==> src/rtl/pci_ma_pkg.sv <==
package pci_ma_pkg;

    typedef enum logic [1:0] {
        ST_IDLE      = 2'd0,
        ST_WAIT      = 2'd1,
        ST_FRAME_REL = 2'd2,
        ST_IRDY_REL  = 2'd3
    } ma_state_e;

endpackage

==> src/rtl/pci_ma_start_det.sv <==
module pci_ma_start_det #(
    parameter int          CMD_W       = 4,
    parameter logic [3:0]  SPECIAL_CMD = 4'b0001
) (
    input  logic             clk,
    input  logic             rst_n,
    input  logic             armed,
    input  logic             frame_n,
    input  logic             irdy_n,
    input  logic [CMD_W-1:0] cbe_n,
    output logic             start,
    output logic             start_special
);

    typedef struct packed {
        logic frame_prev;
        logic irdy_prev;
    } hist_t;

    hist_t h_d, h_q;

    always_comb begin
        h_d.frame_prev = frame_n;
        h_d.irdy_prev  = irdy_n;
        start          = armed && h_q.frame_prev && h_q.irdy_prev && !frame_n;
        start_special  = (cbe_n == CMD_W'(SPECIAL_CMD));
    end

    always_ff @(posedge clk or negedge rst_n) begin
        if (!rst_n) begin
            h_q <= '{frame_prev: 1'b1, irdy_prev: 1'b1};
        end else begin
            h_q <= h_d;
        end
    end


    start_needs_idle_chk: assert property (@(posedge clk) disable iff (!rst_n)
        start |-> ($past(frame_n) && $past(irdy_n)));

endmodule

==> src/rtl/pci_ma_seq.sv <==
module pci_ma_seq
    import pci_ma_pkg::*;
#(
    parameter int WAIT_CLKS = 5
) (
    input  logic clk,
    input  logic rst_n,
    input  logic start,
    input  logic start_special,
    input  logic devsel_n,
    output logic armed,
    output logic abort_fire,
    output logic abort_report,
    output logic frame_rel,
    output logic irdy_rel
);

    localparam int CNT_W = (WAIT_CLKS > 1) ? $clog2(WAIT_CLKS) : 1;
    localparam logic [CNT_W-1:0] LAST = CNT_W'(WAIT_CLKS - 1);

    typedef struct packed {
        ma_state_e        state;
        logic [CNT_W-1:0] cnt;
        logic             special;
    } seq_t;

    seq_t s_d, s_q;

    always_comb begin
        s_d          = s_q;
        abort_fire   = 1'b0;
        abort_report = 1'b0;
        unique case (s_q.state)
            ST_IDLE: begin
                if (start) begin
                    s_d.state   = ST_WAIT;
                    s_d.cnt     = '0;
                    s_d.special = start_special;
                end
            end
            ST_WAIT: begin
                if (!devsel_n) begin
                    s_d.state = ST_IDLE;
                end else if (s_q.cnt == LAST) begin
                    s_d.state    = ST_FRAME_REL;
                    abort_fire   = 1'b1;
                    abort_report = !s_q.special;
                end else begin
                    s_d.cnt = s_q.cnt + 1'b1;
                end
            end
            ST_FRAME_REL: s_d.state = ST_IRDY_REL;
            ST_IRDY_REL:  s_d.state = ST_IDLE;
            default:      s_d.state = ST_IDLE;
        endcase
        armed     = (s_q.state == ST_IDLE);
        frame_rel = (s_q.state == ST_FRAME_REL);
        irdy_rel  = (s_q.state == ST_IRDY_REL);
    end

    always_ff @(posedge clk or negedge rst_n) begin
        if (!rst_n) begin
            s_q <= '{state: ST_IDLE, cnt: '0, special: 1'b0};
        end else begin
            s_q <= s_d;
        end
    end


    cnt_in_window_chk: assert property (@(posedge clk) disable iff (!rst_n)
        (s_q.state == ST_WAIT) |-> (s_q.cnt <= LAST));


    claim_cancels_chk: assert property (@(posedge clk) disable iff (!rst_n)
        (s_q.state == ST_WAIT && !devsel_n) |=> !frame_rel);


    irdy_follows_frame_chk: assert property (@(posedge clk) disable iff (!rst_n)
        frame_rel |=> (irdy_rel && !frame_rel));


    rel_exclusive_chk: assert property (@(posedge clk) disable iff (!rst_n)
        !(frame_rel && irdy_rel));

endmodule

==> src/rtl/pci_ma_status.sv <==
module pci_ma_status (
    input  logic clk,
    input  logic rst_n,
    input  logic report,
    input  logic clr,
    output logic sts,
    output logic evt
);

    typedef struct packed {
        logic sts;
        logic evt;
    } st_t;

    st_t r_d, r_q;

    always_comb begin
        r_d.evt = report;
        if (report) begin
            r_d.sts = 1'b1;
        end else if (clr) begin
            r_d.sts = 1'b0;
        end else begin
            r_d.sts = r_q.sts;
        end
        sts = r_q.sts;
        evt = r_q.evt;
    end

    always_ff @(posedge clk or negedge rst_n) begin
        if (!rst_n) begin
            r_q <= '0;
        end else begin
            r_q <= r_d;
        end
    end


    sticky_hold_chk: assert property (@(posedge clk) disable iff (!rst_n)
        (r_q.sts && !clr) |=> r_q.sts);


    evt_sets_sts_chk: assert property (@(posedge clk) disable iff (!rst_n)
        evt |-> sts);

endmodule

==> src/rtl/pci_mabort_det.sv <==
module pci_mabort_det #(
    parameter int         WAIT_CLKS   = 5,
    parameter int         CMD_W       = 4,
    parameter logic [3:0] SPECIAL_CMD = 4'b0001
) (
    input  logic             clk,
    input  logic             rst_n,
    input  logic             frame_n,
    input  logic             irdy_n,
    input  logic             devsel_n,
    input  logic [CMD_W-1:0] cbe_n,
    input  logic             rma_clr,
    output logic             frame_rel,
    output logic             irdy_rel,
    output logic             rma_evt,
    output logic             rma_sts
);

    logic armed;
    logic start;
    logic start_special;
    logic abort_fire;
    logic abort_report;

    pci_ma_start_det #(
        .CMD_W       (CMD_W),
        .SPECIAL_CMD (SPECIAL_CMD)
    ) u_start (
        .clk           (clk),
        .rst_n         (rst_n),
        .armed         (armed),
        .frame_n       (frame_n),
        .irdy_n        (irdy_n),
        .cbe_n         (cbe_n),
        .start         (start),
        .start_special (start_special)
    );

    pci_ma_seq #(
        .WAIT_CLKS (WAIT_CLKS)
    ) u_seq (
        .clk           (clk),
        .rst_n         (rst_n),
        .start         (start),
        .start_special (start_special),
        .devsel_n      (devsel_n),
        .armed         (armed),
        .abort_fire    (abort_fire),
        .abort_report  (abort_report),
        .frame_rel     (frame_rel),
        .irdy_rel      (irdy_rel)
    );

    pci_ma_status u_status (
        .clk    (clk),
        .rst_n  (rst_n),
        .report (abort_report),
        .clr    (rma_clr),
        .sts    (rma_sts),
        .evt    (rma_evt)
    );


    special_silent_chk: assert property (@(posedge clk) disable iff (!rst_n)
        (abort_fire && !abort_report) |=> !rma_evt);


    evt_with_frame_rel_chk: assert property (@(posedge clk) disable iff (!rst_n)
        rma_evt |-> frame_rel);

endmodule

==> config.mk <==
export PLATFORM = sky130hd
export DESIGN_NAME = pci_mabort_det
export DESIGN_NICKNAME = d
export VERILOG_FILES = /design/src/rtl/pci_ma_pkg.sv /design/src/rtl/pci_ma_start_det.sv /design/src/rtl/pci_ma_seq.sv /design/src/rtl/pci_ma_status.sv /design/src/rtl/pci_mabort_det.sv
export SDC_FILE = /design/constraint.sdc
export NUM_CORES = 1
export LEC_CHECK = 0
export BUFFER_PORTS_ARGS = -buffer_cell sky130_fd_sc_hd__buf_2
export CAP_MARGIN = 15
export CORE_AREA = 3 3 40 42
export DETAILED_ROUTE_END_ITERATION = 6
export DIE_AREA = 0 0 43 45
export GPL_TIMING_DRIVEN = 0
export SYNTH_ARGS = -nofsm -noshare
export SYNTH_HDL_FRONTEND = slang
export SYNTH_SLANG_ARGS = --single-unit
==> constraint.sdc <==
create_clock -name clk -period 1.16 [get_ports clk]
set_input_delay 0.058 -clock clk [delete_from_list [all_inputs] [get_ports clk]]
set_output_delay 0.058 -clock clk [all_outputs]
set_load 0.03 [all_outputs]
==> impl_metrics.toml <==
[timing]
min_period_over_period_pct = 110
max_freq_mhz = 785
maxSlewViolCount = 0
finalHoldViolCount = 0
layout_min_cycle_time_ps = 1270
relSlewSlack_pct = 80.1
holdWs_ps = 69.0
setup_viol = 7
grt_setup_unrepaired = "true"
fin_worst_skew_ps = 5.95
worst_slew_pin_slew_ps = 294
fin_ws_ps = -113

[place]
post-place-ws_ps = -136
numPortBuffers = 13
place_congestion = 0.744

[pwr]
total_power_uw = 1650
clkPwrFrac_pct = 18.8
p_sw_share_pct = 34.9
seq_power_share_pct = 32.8
intPower_uw = 1070
power_per_cell_area_nw_per_um2 = 2080
power_switching_uw = 575
combPwrFrac_pct = 48.3
peakVddDrop_mv = 0.966
power_leakage_uw = 0.000386

[final_layout]
diodes = 0
finish.utilization_pct = 61.7
final_cell_mix = "12 x buf_2, 8 x buf_4, 7 x dfrtp_1"
drive_gt1_share_pct = 62.0
final_nets = 84
syn_to_final_growth_pct = 75.6
final_common_cell = "buf_2"

[detailed_routing]
drt_wl_total_um = 1140
vias = 412
drc = 0
drtPass1Iterations = 4
wl_per_cell_um = 13.2
avgViaCountPerCell = 4.79
ant_nets = 0
drt_iter0_drc = 3

[synth]
syn-num-nets = 51
ys_seq_area_share_pct = 56.0
synth_area_um2 = 452
synth.distinct_cells = 22
synth-seq-cells = 10
yosys_warnings = 0
netlist_instances = 39
synth_area_per_cell_um2 = 11.6

[status]
violations = "negative setup slack"
outcome = "complete, but fails checks"

[global_routing]
grt_max_degree = 11
grt_pass1_vias = 400
antenna_found_initial = 0
grt_pass1_wl_um = 1620
overflow = 0
grt_usage_pct = 11.7

[clock_network]
cts.sinks = 10
cts_root_buffer = "clkbuf_4"
cts.clk_slew.worst_paths_ps = 70
clock_latency_ps = 260
cts_buffer_depth = 2
cts_tree = "yes"
cts_buffers = 3
htree_levels = 1

[setup_path]
reg2reg_depth = 4
r2r_start = "u_seq.s_q[4]$_DFFE_PN0P_"
arrival_ps = 1410
worstPathRequired_ps = 1300
startpoint = "u_seq.s_q[4]$_DFFE_PN0P_"
rrSetupSlack_ps = -110
critPathCapture = "u_seq.s_q[4]$_DFFE_PN0P_"
end_kind = "flop"
cp_max_fo = 5
crit_type = "reg -> reg"
worstSetupStartpointType = "flop"
r2r-end = "u_seq.s_q[4]$_DFFE_PN0P_"

[floorplanning]
ios = 14
die_h_um = 45
die_w_um = 43
start_util_pct = 35.2
core_area_um2 = 1280
rows = 13
die_area_um2 = 1940

[worst_hold_path]
min_path_type = "in -> reg"

[job]
max_cap_violations = 0
[power by group through the flow]
stage          sequential (µW)  clock (µW)  combinational [µW]
6_report                   540         310                 796
5_1_grt                    552         335                 864
2_1_floorplan              519           0                 285
4_1_cts                    523         314                 653
3_3_place_gp               522           0                 388
3_5_place_dp               525           0                 388
[metal layers]
metal  global-route usage [%]  vias up  share of wire [%]
li1                         -      201                  -
met1                     12.0      194                 44
met2                     21.3       15                 50
met3                     3.19        2                5.5
met4                     7.23        0                1.1
met5                        0        -                  0
[logic make-up after synthesis]
| family | count (synthesis) | share of synthesized area, % |
|---|---|---|
| AO/OA/AOI/OAI | 8 | 11.9 |
| adder cells (fa/ha/maj) | 2 | 5.54 |
| buffers and inverters | 3 | 2.49 |
| flip-flops | 10 | 56.0 |
| multiplexers | 1 | 2.49 |
| AND/OR/NAND/NOR | 15 | 21.6 |
[state kept, by name, summed over array words and instances, names as in the netlist, named ones only]
name          cells
u_seq.s_q         5
u_start.h_q       2
u_status.evt      1
u_status.sts      1
[stage by stage]
stage / instances / area, µm² / setup TNS [ps]
3_3_place_gp: 67 / 547 / -266
5_1_grt: 86 / 793 / -823
3_5_place_dp: 67 / 547 / -295
2_1_floorplan: 39 / 463 / -104
4_1_cts: 84 / 728 / -337
6_report: 86 / 793 / -331
[critical path, stage by stage (launching register included)]
cell,delay [ps]
dfrtp_1,420
nand4bb_4,190
nor2_4,50
buf_4,130
or3_1,360
[worst min-delay path by stage]
stage,from,end,slack (ps),depth (start not counted)
2_1_floorplan,rst_n,async pin,-240,0
3_3_place_gp,rst_n,u_seq.s_q[1]$_DFFE_PN0P_,-70,1
3_5_place_dp,rst_n,u_status.sts$_DFFE_PN0P_,-70,1
4_1_cts,rma_clr,u_status.sts$_DFFE_PN0P_,60,3
5_1_grt,rma_clr,u_status.sts$_DFFE_PN0P_,80,3
6_report,rma_clr,u_status.sts$_DFFE_PN0P_,70,3
[area by class of cell]
type | instances | area [µm²]
Tap cell | 15 | 18.8
Sequential cell | 10 | 254
Fill cell | 97 | 492
Multi-Input combinational cell | 26 | 270
Inverter | 3 | 11.3
Timing Repair Buffer | 28 | 203
Clock buffer | 4 | 36.3
[synth_stat cells, drive strengths merged]
cell | number | share of area (%)
nor2 | 2 | 1.7
mux2 | 1 | 2.5
or3 | 1 | 1.4
nor4b | 1 | 1.9
o21ai | 3 | 3.3
a21o | 1 | 1.7
inv | 3 | 2.5
nand2 | 1 | 0.83
and2 | 2 | 2.8
o221ai | 1 | 1.9
ha | 2 | 5.5
nor2b | 2 | 2.8
nand4bb | 1 | 2.5
dfstp | 2 | 12
dfrtp | 8 | 44
nand4 | 1 | 1.4
o31ai | 2 | 3.3
and3b | 1 | 1.9
and2b | 1 | 1.7
o21bai | 1 | 1.7
nor3 | 1 | 1.1
nand3b | 1 | 1.7
[timing repair]
item                                   in CTS  in global routing
hold buffers                                3                  0
resized for setup                          13                  9
pin swaps                                   6                  5
endpoints found under the hold margin      12                  0
buffers inserted                           10                  2
setup endpoints to repair                   7                  9
Power figures use the tool's default switching activity.
